$ cat src/rtl/pc_mem_pkg.sv
package pc_mem_pkg;
  typedef enum logic [1:0] {RT_NONE, RT_RAM, RT_VID, RT_ROM} route_e;
  localparam logic [1:0] ATTR_RAM = 2'd0;
  localparam logic [1:0] ATTR_ROM = 2'd1;
endpackage

$ cat src/rtl/pc_mem_attr_table.sv
module pc_mem_attr_table #(
  parameter int NUM_SEG = 16,
  localparam int SEG_W = $clog2(NUM_SEG)
) (
  input  logic             clk_i,
  input  logic             rst_ni,
  input  logic             cfg_we_i,
  input  logic [SEG_W-1:0] cfg_seg_i,
  input  logic [1:0]       cfg_rd_attr_i,
  input  logic [1:0]       cfg_wr_attr_i,
  input  logic [SEG_W-1:0] seg_i,
  output logic [1:0]       rd_attr_o,
  output logic [1:0]       wr_attr_o
);
  logic [1:0] rd_q [NUM_SEG];
  logic [1:0] wr_q [NUM_SEG];

  for (genvar s = 0; s < NUM_SEG; s++) begin : g_seg
    always_ff @(posedge clk_i or negedge rst_ni) begin
      if (!rst_ni) begin
        rd_q[s] <= pc_mem_pkg::ATTR_ROM;
        wr_q[s] <= pc_mem_pkg::ATTR_ROM;
      end else if (cfg_we_i && cfg_seg_i == SEG_W'(s)) begin
        rd_q[s] <= cfg_rd_attr_i;
        wr_q[s] <= cfg_wr_attr_i;
      end
    end
  end

  assign rd_attr_o = rd_q[seg_i];
  assign wr_attr_o = wr_q[seg_i];

  // configuration lands on the next cycle
  p_cfg_load_r5: assert property (@(posedge clk_i) disable iff (!rst_ni)
    cfg_we_i |=> rd_q[$past(cfg_seg_i)] == $past(cfg_rd_attr_i)
               && wr_q[$past(cfg_seg_i)] == $past(cfg_wr_attr_i));
endmodule

$ cat src/rtl/pc_mem_decode.sv
module pc_mem_decode
  import pc_mem_pkg::*;
#(
  parameter int              ADDR_W    = 32,
  parameter logic [ADDR_W:0] MEM_BYTES = 33'h0100_0000,
  parameter int              SEG_W     = 4
) (
  input  logic [ADDR_W-1:0] addr_i,
  input  logic              we_i,
  input  logic              shadow_en_i,
  input  logic [1:0]        rd_attr_i,
  input  logic [1:0]        wr_attr_i,
  output logic [SEG_W-1:0]  seg_o,
  output route_e            route_o,
  output logic              attr_err_o
);
  logic beyond, legacy_win, upper;
  logic [1:0] attr;

  assign beyond     = {1'b0, addr_i} >= MEM_BYTES;
  assign legacy_win = addr_i[ADDR_W-1:19] == (ADDR_W-19)'(1);
  assign upper      = legacy_win && addr_i[18];
  assign seg_o      = addr_i[14 +: SEG_W];
  assign attr       = we_i ? wr_attr_i : rd_attr_i;

  always_comb begin
    route_o    = RT_NONE;
    attr_err_o = 1'b0;
    if (beyond) begin
      route_o = RT_NONE;
    end else if (!legacy_win || !addr_i[17] && !addr_i[18]) begin
      route_o = RT_RAM;
    end else if (!upper) begin
      route_o = RT_VID;
    end else if (!shadow_en_i) begin
      route_o = we_i ? RT_NONE : RT_RAM;
    end else begin
      unique case (attr)
        ATTR_RAM: route_o = RT_RAM;
        ATTR_ROM: route_o = we_i ? RT_NONE : RT_ROM;
        default:  attr_err_o = 1'b1;
      endcase
    end
  end
endmodule

$ cat src/rtl/pc_mem_rsp.sv
module pc_mem_rsp
  import pc_mem_pkg::*;
#(
  parameter int DATA_W = 8
) (
  input  logic              clk_i,
  input  logic              rst_ni,
  input  logic              req_i,
  input  logic              we_i,
  input  route_e            route_i,
  input  logic              err_i,
  input  logic [DATA_W-1:0] ram_rdata_i,
  input  logic [DATA_W-1:0] vid_rdata_i,
  input  logic [DATA_W-1:0] rom_rdata_i,
  output logic              valid_o,
  output logic [DATA_W-1:0] rdata_o,
  output logic              err_o
);
  logic [DATA_W-1:0] rdata_d;

  always_comb begin
    unique case (route_i)
      RT_RAM:  rdata_d = ram_rdata_i;
      RT_VID:  rdata_d = vid_rdata_i;
      RT_ROM:  rdata_d = rom_rdata_i;
      default: rdata_d = '1;
    endcase
  end

  always_ff @(posedge clk_i or negedge rst_ni) begin
    if (!rst_ni) begin
      valid_o <= 1'b0;
      rdata_o <= '0;
      err_o   <= 1'b0;
    end else begin
      valid_o <= req_i && !we_i;
      err_o   <= req_i && err_i;
      if (req_i && !we_i) rdata_o <= rdata_d;
    end
  end
endmodule

$ cat src/rtl/pc_mem_router.sv
module pc_mem_router
  import pc_mem_pkg::*;
#(
  parameter int                 ADDR_W    = 32,
  parameter int                 DATA_W    = 8,
  parameter logic [ADDR_W:0]    MEM_BYTES = 33'h0100_0000,
  parameter int                 NUM_SEG   = 16,
  localparam int                SEG_W     = $clog2(NUM_SEG),
  localparam int                ROM_AW    = 18
) (
  input  logic              clk_i,
  input  logic              rst_ni,
  input  logic              req_i,
  input  logic              req_we_i,
  input  logic [ADDR_W-1:0] req_addr_i,
  input  logic [DATA_W-1:0] req_wdata_i,
  input  logic              a20_gate_i,
  input  logic              shadow_en_i,
  input  logic              cfg_we_i,
  input  logic [SEG_W-1:0]  cfg_seg_i,
  input  logic [1:0]        cfg_rd_attr_i,
  input  logic [1:0]        cfg_wr_attr_i,
  output logic              ram_req_o,
  output logic              ram_we_o,
  output logic [ADDR_W-1:0] ram_addr_o,
  output logic [DATA_W-1:0] ram_wdata_o,
  input  logic [DATA_W-1:0] ram_rdata_i,
  output logic              vid_req_o,
  output logic              vid_we_o,
  output logic [ADDR_W-1:0] vid_addr_o,
  output logic [DATA_W-1:0] vid_wdata_o,
  input  logic [DATA_W-1:0] vid_rdata_i,
  output logic              rom_req_o,
  output logic [ROM_AW-1:0] rom_addr_o,
  input  logic [DATA_W-1:0] rom_rdata_i,
  output logic              rsp_valid_o,
  output logic [DATA_W-1:0] rsp_rdata_o,
  output logic              attr_err_o
);
  logic [ADDR_W-1:0] addr_m;
  logic [SEG_W-1:0]  seg;
  logic [1:0]        rd_attr, wr_attr;
  route_e            route;
  logic              dec_err;

  // address line 20 gate
  always_comb begin
    addr_m     = req_addr_i;
    addr_m[20] = req_addr_i[20] & a20_gate_i;
  end

  pc_mem_attr_table #(.NUM_SEG(NUM_SEG)) i_attr (
    .clk_i, .rst_ni, .cfg_we_i, .cfg_seg_i, .cfg_rd_attr_i, .cfg_wr_attr_i,
    .seg_i(seg), .rd_attr_o(rd_attr), .wr_attr_o(wr_attr)
  );

  pc_mem_decode #(.ADDR_W(ADDR_W), .MEM_BYTES(MEM_BYTES), .SEG_W(SEG_W)) i_dec (
    .addr_i(addr_m), .we_i(req_we_i), .shadow_en_i,
    .rd_attr_i(rd_attr), .wr_attr_i(wr_attr),
    .seg_o(seg), .route_o(route), .attr_err_o(dec_err)
  );

  assign ram_req_o   = req_i && route == RT_RAM;
  assign ram_we_o    = req_we_i;
  assign ram_addr_o  = addr_m;
  assign ram_wdata_o = req_wdata_i;
  assign vid_req_o   = req_i && route == RT_VID;
  assign vid_we_o    = req_we_i;
  assign vid_addr_o  = addr_m;
  assign vid_wdata_o = req_wdata_i;
  assign rom_req_o   = req_i && route == RT_ROM;
  assign rom_addr_o  = addr_m[ROM_AW-1:0];

  pc_mem_rsp #(.DATA_W(DATA_W)) i_rsp (
    .clk_i, .rst_ni, .req_i, .we_i(req_we_i), .route_i(route), .err_i(dec_err),
    .ram_rdata_i, .vid_rdata_i, .rom_rdata_i,
    .valid_o(rsp_valid_o), .rdata_o(rsp_rdata_o), .err_o(attr_err_o)
  );

  // at most one store strobed per access
  p_one_port_r4: assert property (@(posedge clk_i) disable iff (!rst_ni)
    $onehot0({ram_req_o, vid_req_o, rom_req_o}));
  // masked bit 20 never reaches a port while the gate is low
  p_a20_mask_r1: assert property (@(posedge clk_i) disable iff (!rst_ni)
    (ram_req_o || vid_req_o) && !a20_gate_i |-> !ram_addr_o[20]);
  // the ROM copy is read-only
  p_rom_read_only_r6: assert property (@(posedge clk_i) disable iff (!rst_ni)
    rom_req_o |-> !req_we_i);
  // nothing beyond installed memory is strobed
  p_beyond_quiet_r9: assert property (@(posedge clk_i) disable iff (!rst_ni)
    req_i && {1'b0, addr_m} >= MEM_BYTES |-> !ram_req_o && !vid_req_o && !rom_req_o);
  // read response follows a read request by one cycle
  p_rsp_timing_r11: assert property (@(posedge clk_i) disable iff (!rst_ni)
    req_i && !req_we_i |=> rsp_valid_o);
  p_no_rsp_write_r11: assert property (@(posedge clk_i) disable iff (!rst_ni)
    !(req_i && !req_we_i) |=> !rsp_valid_o);
  // error flag only after an access
  p_err_after_req_r10: assert property (@(posedge clk_i) disable iff (!rst_ni)
    !req_i |=> !attr_err_o);
endmodule

$ cat config.mk
export PLATFORM = sky130hd
export DESIGN_NAME = pc_mem_router
export DESIGN_NICKNAME = d
export VERILOG_FILES = /design/src/rtl/pc_mem_pkg.sv /design/src/rtl/pc_mem_attr_table.sv /design/src/rtl/pc_mem_decode.sv /design/src/rtl/pc_mem_rsp.sv /design/src/rtl/pc_mem_router.sv
export SDC_FILE = /design/constraint.sdc
export NUM_CORES = 1
export LEC_CHECK = 0
export ABC_AREA = 1
export CAP_MARGIN = 20
export CORE_MARGIN = 2
export CORE_UTILIZATION = 40
export DETAILED_ROUTE_END_ITERATION = 7
export PLACE_DENSITY = 0.77
export SLEW_MARGIN = 20
export SYNTH_ARGS = -nofsm -noshare
export SYNTH_HDL_FRONTEND = slang
export SYNTH_HIERARCHICAL = 1
export SYNTH_SLANG_ARGS = --single-unit
$ cat constraint.sdc
create_clock -name clk_i -period 2.1 [get_ports clk_i]
set_clock_uncertainty 0.2 [all_clocks]
set_input_delay 0.315 -clock clk_i [delete_from_list [all_inputs] [get_ports clk_i]]
set_output_delay 0.315 -clock clk_i [all_outputs]
set_load 0.05 [all_outputs]
==> results.toml <==
[run_status]
status = "complete, but fails checks"
violations = "setup timing"

[worst_setup_path]
cp_slowest_cell = "dfstp_2"
r2r_end = "i_rsp/rdata_o[0]"
worstSetupPathType = "reg2out"
crit_fanout = 2
startpoint = "i_attr/wr_q[28]"
ff2ff_setup_slack_ns = -0.24
cp-endpoint = "vid_req_o"
cp.required_ns = 1.58
arrival_ns = 2.09
rr_worst_depth = 18
cpPeakStageDelay_ns = 0.54
endpoint_kind = "output port"
r2r-start = "i_attr/wr_q[28]"
path_cells = "inv_1 -> nand2_1 -> nand3_2 -> nand3_2 -> nand3_2 -> nand2_1 -> o21ai_1 -> nand2_1 -> nor2_2 -> nor2_1 -> nor2_2 -> buf_6 -> nor2_4 -> buf_12"
start_kind = "flop"

[clocking]
cts_buffers = 9
htreeDepth = 3
clockRootBuffer = "clkbuf_16"
cts_tree = "yes"
cts_num_sinks = 74
clk_latency_ns = 0.34
clk_pin_slew_worst_paths_ns = 0.06
cts.path.max_buffers = 2

[global_routing]
use_met3 = 0.05029
grt-ovfl-total = 0
grt_max_degree = 29
grt_util_met2 = 0.3183
grt_use_met1 = 0.2487
track_usage = 0.1946
grt_first_pass_wirelength_mm = 19.99
grt_busiest_layer = "met2"
grt_pass1_vias = 4067
antenna_found_initial = 0

[logic_synthesis]
synthArstFlopShare = 1.000
syn-num-nets = 739
ys.warnings.count = 6
ys_seq_elements = 74
synth.distinct_cells = 29
synth_ff_type = "dfrtp_1"
netlist_area_mm2 = 0.004882
synth_edf_count = 0
ys_seq_area_frac = 0.3875
yosysTopAreaCell = "dfrtp_1"
synth_common_cells = "nand2_1 (172), buf_4 (105), nand3_1 (76), inv_1 (73), o21ai_0 (47)"
avgSynthCellArea_um2 = 7.397
netlist_instances = 660
synth_top_area_frac = 0.2153
synth_most_common_cell = "nand2_1"
yosys-top-cells-area = "dfrtp_1 (22%), dfstp_2 (17%), buf_4 (16%), nand2_1 (13%), nand3_1 (7.8%)"

[power]
power_per_cell_area_mw_per_mm2 = 720.3
ir_worst_vdd_mv = 0.3591
p_leak_nw = 3.205

[drt]
drt_wl_total_mm = 13.02
drc = 0
ant_nets = 0
wire_per_inst_um = 14.88
via_count = 4358
drtIter0Drc = 352
drt-vias-per-instance = 4.981
drt-pass1-iter-count = 6

[finish]
n_fill_cell = 1003
area_growth_pct = 41.93
finalNetCount = 802
antenna_cells = 0
multi_input_area_mm2 = 0.002059
fin_area_mm2 = 0.006929
seq_area_mm2 = 0.001892
final_util = 0.5793
drive_gt1_frac = 0.3695

[sta]
finalMaxSlewViolations = 0
max_slew_margin = 0.5970
final.min_clock_period_ns = 2.604
rsz0062_at_grt = "yes"
worstMarginPinSlew_ns = 0.6045
hold_violations = 0
timing.fmax_mhz = 384.1
min_period_over_period = 1.240
postLayoutSetupSlackWorst_ns = -0.5036
finalSetupViolations = 11

[floorplan]
ios = 192
rows = 40
die_area_mm2 = 0.01311
die_w_um = 114.5
start_util = 0.4082
core_mm2 = 0.01196
die_y_um = 114.5

[placement]
placed_cell_area_mm2 = 0.006196
portBuffers = 111
place_congestion = 0.9306
hpwl_mm = 9.064

[run]
cap_violations = 0

[min_path]
hold_class = "reg2reg"
## registers in the layout (all words and copies together) (netlist names)
register,cells
i_rsp/rdata_o,8
i_attr/wr_q,32
i_rsp/err_o,1
i_rsp/valid_o,1
i_attr/rd_q,32
## worst max-delay path: cells and delay by family, from the launching register on
| family | cells | cell delay [ns] |
|---|---|---|
| AOI/OAI and AO/OA | 1 | 0.06 |
| and+or+nand+nor | 10 | 0.81 |
| buffers and inverters | 3 | 0.32 |
| DFF | 1 | 0.54 |
## layout by cell type (no fill, tap or decap), types with 19 or more instances in the layout
| cell type | count |
|---|---|
| nand2_1 | 157 |
| nand3_2 | 39 |
| dfrtp_1 | 42 |
| nand2_2 | 20 |
| buf_4 | 50 |
| nor2_1 | 29 |
| o21ai_0 | 47 |
| clkdlybuf4s50_1 | 61 |
| buf_12 | 50 |
| nand3_1 | 43 |
| inv_2 | 19 |
| inv_1 | 57 |
| dfstp_2 | 32 |
## cells by family after synthesis
logic type,share of synthesized area
DFF,0.3875
AOI/OAI and AO/OA,0.06843
buffers and inverters,0.2463
and+or+nand+nor,0.2978
## worst min-delay path by stage
stage | startpoint | endpoint | slack [ns] | cells after the start
after CTS | i_attr/wr_q[4] | i_attr/wr_q[4] | 0.28 | 2
after global placement | rst_ni | i_attr/wr_q[13] | 0.15 | 1
after floorplan | rst_ni | i_attr/rd_q[11] | -0.18 | 0
final | i_attr/rd_q[22] | i_attr/rd_q[22] | 0.28 | 2
after global routing | i_attr/rd_q[20] | i_attr/rd_q[20] | 0.29 | 2
after detailed placement | rst_ni | i_attr/wr_q[11] | 0.15 | 1
## metrics by stage
stage                     hold slack (ns)  power (mW)  setup slack [ns]  std cells  setup TNS (ns)
after floorplan                   -0.1806       2.922           -0.3425        660          -3.050
after global placement             0.1513       3.104           -0.8492        844          -9.520
after detailed placement           0.1546       3.137           -0.9160        844          -10.04
after CTS                          0.2756       4.867           -0.4526        863          -2.879
after global routing               0.2883       5.239           -0.6091        875          -4.534
final                              0.2767       4.991           -0.5036        875          -3.074
## what timing repair did
action                                 4_1_cts  5_1_grt
gates cloned                                 0        1
hold buffers                                 1        0
gates resized for setup                     19       72
pin swaps                                   14       50
setup buffers                                2       12
setup endpoints to repair                   11       11
endpoints found under the hold margin       14        0
## where the power goes
| group | leakage, nW | total, mW | internal, mW | switching, mW |
|---|---|---|---|---|
| Sequential | 0.834 | 1.93 | 1.78 | 0.144 |
| Combinational | 2.21 | 1.36 | 0.623 | 0.740 |
| Clock | 0.163 | 1.70 | 1.11 | 0.595 |
## layout make-up
| type | instances | share of cell area |
|---|---|---|
| tap | 147 | 0.02654 |
| sequential | 74 | 0.2730 |
| clock inverter | 4 | 0.01065 |
| timing repair buffer | 175 | 0.3097 |
| inverter | 80 | 0.04586 |
| clock buffer | 12 | 0.03702 |
| multi-input combinational | 383 | 0.2972 |
## metal layers
metal | up-vias | share of wire
li1 | 2082 | -
met1 | 2014 | 0.41
met2 | 233 | 0.48
met3 | 29 | 0.082
met4 | 0 | 0.021
met5 | - | 0
Power figures use the tool's default switching activity.
